[config.mk]
export PLATFORM = sky130hd
export DESIGN_NAME = sysctl_lpgate
export DESIGN_NICKNAME = d
export VERILOG_FILES = /design/src/rtl/sysctl_pkg.sv /design/src/rtl/sysctl_mode_gate.sv /design/src/rtl/sysctl_ctrl_reg.sv /design/src/rtl/sysctl_rst_status.sv /design/src/rtl/sysctl_lpgate.sv
export SDC_FILE = /design/constraint.sdc
export NUM_CORES = 1
export LEC_CHECK = 0
export BUFFER_PORTS_ARGS = -buffer_cell sky130_fd_sc_hd__buf_4
export CAP_MARGIN = 20
export CORE_UTILIZATION = 37
export CTS_CLUSTER_SIZE = 24
export DETAILED_ROUTE_END_ITERATION = 16
export GPL_TIMING_DRIVEN = 0
export PLACE_DENSITY = 0.74
export REMOVE_ABC_BUFFERS = 1
export SETUP_SLACK_MARGIN = 0.1
export SYNTH_ARGS = -nofsm -noshare
export SYNTH_HDL_FRONTEND = slang
export SYNTH_SLANG_ARGS = --single-unit
[constraint.sdc]
create_clock -name clk -period 1.3 [get_ports clk]
set_clock_uncertainty 0.05 [all_clocks]
set_input_delay 0.325 -clock clk [delete_from_list [all_inputs] [get_ports clk]]
set_output_delay 0.325 -clock clk [all_outputs]
set_load 0.02 [all_outputs]
[src/rtl/sysctl_pkg.sv]
package sysctl_pkg;

    localparam int REG_W     = 16;
    localparam int N_MODES   = 2;
    localparam int MODE_WAIT = 0;
    localparam int MODE_STOP = 1;
    localparam int GATE_W    = 2;
    localparam int DBG_BIT   = 5;
    localparam int SWRST_BIT = 4;
    localparam int FLAG_LSB  = 2;
    localparam int N_FLAGS   = 4;

    typedef enum logic [1:0] {
        CAUSE_POR  = 2'd0,
        CAUSE_EXT  = 2'd1,
        CAUSE_WDOG = 2'd2,
        CAUSE_SW   = 2'd3
    } rst_cause_e;

    typedef enum logic [GATE_W-1:0] {
        GATE_OPEN     = 2'b00,
        GATE_SOFT     = 2'b01,
        GATE_LOCK     = 2'b10,
        GATE_LOCK_ALT = 2'b11
    } gate_e;

    typedef struct packed {
        logic  dbg_always;
        gate_e stop_g;
        gate_e wait_g;
    } ctrl_s;

    function automatic logic gate_passes(input gate_e g);
        return g == GATE_OPEN;
    endfunction

    function automatic logic gate_locked(input gate_e g);
        return g[1];
    endfunction

    function automatic logic [REG_W-1:0] pack_ctrl(input ctrl_s c);
        logic [REG_W-1:0] r;
        r = '0;
        r[DBG_BIT] = c.dbg_always;
        r[GATE_W*MODE_STOP +: GATE_W] = c.stop_g;
        r[GATE_W*MODE_WAIT +: GATE_W] = c.wait_g;
        return r;
    endfunction

    function automatic logic [REG_W-1:0] pack_status(input logic [N_FLAGS-1:0] f);
        logic [REG_W-1:0] r;
        r = '0;
        r[FLAG_LSB +: N_FLAGS] = f;
        return r;
    endfunction

endpackage

[src/rtl/sysctl_mode_gate.sv]
module sysctl_mode_gate
    import sysctl_pkg::*;
(
    input  logic              clk,
    input  logic              rst,
    input  logic              wr_en,
    input  logic [GATE_W-1:0] wr_val,
    input  logic              req,
    output gate_e             field,
    output logic              enter
);

    always_ff @(posedge clk) begin
        if (rst) begin
            field <= GATE_OPEN;
            enter <= 1'b0;
        end else begin
            enter <= req && gate_passes(field);
            if (wr_en && !gate_locked(field)) begin
                field <= gate_e'(wr_val);
            end
        end
    end

endmodule

[src/rtl/sysctl_ctrl_reg.sv]
module sysctl_ctrl_reg
    import sysctl_pkg::*;
(
    input  logic               clk,
    input  logic               rst,
    input  logic               wr_en,
    input  logic [REG_W-1:0]   wdata,
    input  logic [N_MODES-1:0] mode_req,
    output logic [N_MODES-1:0] mode_enter,
    output ctrl_s              ctrl,
    output logic               reset_req
);

    gate_e fld [N_MODES];
    logic  dbg_q;

    for (genvar m = 0; m < N_MODES; m++) begin : g_mode
        sysctl_mode_gate u_gate (
            .clk    (clk),
            .rst    (rst),
            .wr_en  (wr_en),
            .wr_val (wdata[GATE_W*m +: GATE_W]),
            .req    (mode_req[m]),
            .field  (fld[m]),
            .enter  (mode_enter[m])
        );
    end

    always_ff @(posedge clk) begin
        if (rst) begin
            dbg_q     <= 1'b0;
            reset_req <= 1'b0;
        end else begin
            reset_req <= wr_en && wdata[SWRST_BIT];
            if (wr_en) begin
                dbg_q <= wdata[DBG_BIT];
            end
        end
    end

    always_comb begin
        ctrl.dbg_always = dbg_q;
        ctrl.stop_g     = fld[MODE_STOP];
        ctrl.wait_g     = fld[MODE_WAIT];
    end

endmodule

[src/rtl/sysctl_rst_status.sv]
module sysctl_rst_status
    import sysctl_pkg::*;
(
    input  logic               clk,
    input  logic               rst,
    input  rst_cause_e         cause,
    input  logic               wr_en,
    input  logic [REG_W-1:0]   wdata,
    output logic [N_FLAGS-1:0] flags
);

    logic [N_FLAGS-1:0] cause_hot;

    always_comb begin
        cause_hot = '0;
        cause_hot[cause] = 1'b1;
    end

    always_ff @(posedge clk) begin
        if (rst) begin
            if (cause == CAUSE_POR) begin
                flags <= cause_hot;
            end else begin
                flags <= flags | cause_hot;
            end
        end else if (wr_en) begin
            flags <= flags & ~wdata[FLAG_LSB +: N_FLAGS];
        end
    end

endmodule

[src/rtl/sysctl_lpgate.sv]
module sysctl_lpgate
    import sysctl_pkg::*;
#(
    parameter int ADDR_W   = 2,
    parameter int CTRL_OFS = 0,
    parameter int STAT_OFS = 1
) (
    input  logic              clk,
    input  logic              rst,
    input  logic [1:0]        rst_cause,
    input  logic [ADDR_W-1:0] addr,
    input  logic              wr_en,
    input  logic              rd_en,
    input  logic [REG_W-1:0]  wdata,
    output logic [REG_W-1:0]  rdata,
    input  logic              core_stop_req,
    input  logic              core_wait_req,
    input  logic              tap_en,
    output logic              stop_enter,
    output logic              wait_enter,
    output logic              reset_req,
    output logic              dbg_clk_en
);

    localparam logic [ADDR_W-1:0] CTRL_A = ADDR_W'(CTRL_OFS);
    localparam logic [ADDR_W-1:0] STAT_A = ADDR_W'(STAT_OFS);

    logic               sel_ctrl;
    logic               sel_stat;
    logic [N_MODES-1:0] mode_req;
    logic [N_MODES-1:0] mode_enter;
    ctrl_s              ctrl_q;
    logic [N_FLAGS-1:0] flags_q;

    assign sel_ctrl = (addr == CTRL_A);
    assign sel_stat = (addr == STAT_A);

    always_comb begin
        mode_req            = '0;
        mode_req[MODE_STOP] = core_stop_req;
        mode_req[MODE_WAIT] = core_wait_req;
    end

    sysctl_ctrl_reg u_ctrl (
        .clk        (clk),
        .rst        (rst),
        .wr_en      (wr_en && sel_ctrl),
        .wdata      (wdata),
        .mode_req   (mode_req),
        .mode_enter (mode_enter),
        .ctrl       (ctrl_q),
        .reset_req  (reset_req)
    );

    sysctl_rst_status u_stat (
        .clk   (clk),
        .rst   (rst),
        .cause (rst_cause_e'(rst_cause)),
        .wr_en (wr_en && sel_stat),
        .wdata (wdata),
        .flags (flags_q)
    );

    assign stop_enter = mode_enter[MODE_STOP];
    assign wait_enter = mode_enter[MODE_WAIT];
    assign dbg_clk_en = ctrl_q.dbg_always | tap_en;

    always_comb begin
        rdata = '0;
        if (rd_en) begin
            if (sel_ctrl) begin
                rdata = pack_ctrl(ctrl_q);
            end else if (sel_stat) begin
                rdata = pack_status(flags_q);
            end
        end
    end

endmodule

==> run metrics <==
worst path arrival time=1.04 ns; n_diodes=0; min Tclk post-route=roughly 1.4 ns; Sinks on Clock Net=12; Synth Cell Area=about 750 um^2; Setup WS pre-CTS=-0.06732 ns; ys async rst share=0; fin. max-slew vios=0; DP Area=~900 um^2; Die X=47.12 um; Final Net Count=131; ranking of synthesized cells by area=dfxtp_1 (21%), edfxtp_1 (16%), mux2i_1 (11%), buf_4 (10%), nand2b_1 (5.8%); Synth cell types=26; initial antenna violation count=0; TritonCTS buffer count=3; Post-Synthesis Cells=72; setup violators final=7; FILL cells=179; average instance area after synthesis=~10 um^2; share of layout cells above drive strength 1=0.4272; Iter 0 DRT Violations=9; most area-hungry cell type in the Yosys netlist=dfxtp_1; fmax=a little over 0.7 GHz; CP max FO=2; gpl congestion=0.7028; clock-pin slew on the worst setup and hold paths=0.08 ns; H-tree depth=1; die area=around 0.0022 mm^2; Rows=15; DR pass1 iterations=4; clock latency at the later pin of the worst-skew pair=0.27 ns; number of synthesized flops with an enable pin=4; # hold bufs at CTS=0; via density per instance=4.758; Yosys top cell area share=0.2126; Hold Fails Final Rpt=0; flop2flop setup slack=-0.09 ns; core footprint=0.001821 mm^2; first-pass GRT wire length=2270 um; Crit path required time=0.93 ns; PwrDens=887.4 mW/mm^2; drt wl/cell=11.49 um; Port Buffer Count=26; Hold Slack=0.2600 ns; Setup crit end kind=output pin; worst setup path startpoint=u_stat.flags[0]; Post-DRT Antenna Nets=0; Congestion Overflow GR=0; Leak=around 0.00045 uW; type of origin of the critical path=flop; worst r2r src=u_stat.flags[3]; post-synthesis sequential area ratio=0.3721; Root Buffer=clkbuf_4; design area=997.2 um^2; Hold Path Class=in -> reg; Via Count=~610; failing checks=negative setup slack; Final WS setup=-0.1163 ns; maximum vdd drop=a little over 0.4 mV; Starting Density=0.4137; synth warn=0; RSZ-0062 raised after global routing=yes; Max Root-Sink Buffers=2; Synth Register Bits=12; largest net degree at the start of global routing=17; DP HPWL=~1100 um; final non-filler cell total=128; DRC=0; vias in the first global route=555; height of the die=47.12 um; DRT Wirelength=1471 um; Hold Crit Start=wdata[4]; Top Usage Layer GRT=met2; maxcap violations=0; met2 Resource Use GR=0.2528; status=finished, violations left; io pins=47; Area Growth Syn to Fin=32.39%; Synth top cells by count=buf_4 (10), dfxtp_1 (8), mux2i_1 (8); Cells after DPL=120; CTS tree=built; met1 Usage GRT=0.1840; critical path class=reg -> out; GRT Util Overall=0.1509; most frequent cell after synthesis=buf_4; top_reg_cell synth=dfxtp_1; part of the cycle the worst path needs=1.089; M3 GR Usage=0.03462
[layout by cell type, fill, tap and decap left out]
cell	instances
buf_4	28
or2_4	1
nor4b_2	2
dfxtp_1	6
o32ai_2	1
nand2b_4	1
nand2b_1	7
nand2_1	2
clkbuf_4	3
dfxtp_2	2
inv_1	2
maj3_1	1
buf_6	2
nor3b_4	1
a32o_1	1
inv_2	1
nor2b_1	2
mux2i_1	8
nor2_1	6
and3_1	1
o21ba_4	1
conb_1	10
edfxtp_1	4
clkbuf_1	1
nor4b_1	2
nor3b_1	2
nand3b_1	1
o22ai_2	1
a22o_1	3
[cell type report]
| type | instances | area [um^2] | share of cell area |
|---|---|---|---|
| sequential | 12 | 282.8 | 0.2836 |
| inverter | 3 | 11.26 | 0.01129 |
| timing repair buffer | 30 | 232.7 | 0.2334 |
| tap | 25 | 31.28 | 0.03137 |
| clock buffer | 4 | 26.28 | 0.02635 |
| multi-input combinational | 54 | 412.9 | 0.4141 |
[cell families after synthesis]
kind of cell	after synthesis	share of synthesized area
muxes	8	0.1063
other	1	0.004979
adders and majority gates	1	0.01329
buffers and inverters	15	0.1445
AOI/OAI and AO/OA	7	0.09138
DFF	12	0.3721
and+or+nand+nor	28	0.2675
[worst max-delay path, stage by stage (launching register included)]
cell      delay (ns)
edfxtp_1        0.42
mux2i_1         0.15
nor2_1          0.06
buf_4           0.15
[what timing repair did]
| item | 4_1_cts | 5_1_grt |
|---|---|---|
| pin swaps | 1 | 2 |
| hold endpoints to repair | 0 | 0 |
| buffers inserted | 3 | 1 |
| gates resized for setup | 4 | 3 |
| gates cloned | 0 | 0 |
| setup endpoints to repair | 8 | 8 |
[metal layers]
layer / part of all wire / vias to the layer above
li1: - / 294
met1: 0.44 / 287
met3: 0.066 / 0
met4: 0 / 0
met5: 0 / -
met2: 0.50 / 28
[report_power, final]
group / switching [uW] / internal, uW / total, uW
Clock: 121 / 119 / 239
Sequential: 12.5 / 411 / 423
Combinational: 110 / 113 / 222
Total: 243 / 642 / 885
[stage by stage]
stage | power (uW) | util | TNS [ns]
2_1_floorplan | 538.0 | - | -0.1427
3_3_place_gp | 621.5 | 0.5031 | -0.1278
3_5_place_dp | 625.0 | 0.5031 | -0.1289
4_1_cts | 881.5 | 0.5347 | -0.6506
5_1_grt | 936.5 | 0.5478 | -1.046
6_report | 884.9 | 0.5478 | -0.5672
[final timing paths]
path                            cells after the start                       endpoint
worst max-delay path                                3                       rdata[2]
worst min-delay path                                2               u_ctrl.reset_req
worst max register to register                      3                u_stat.flags[3]
worst min register to register                      1  u_ctrl.g_mode[0].u_gate.enter
No activity file was read; power rests on OpenSTA's default activity.
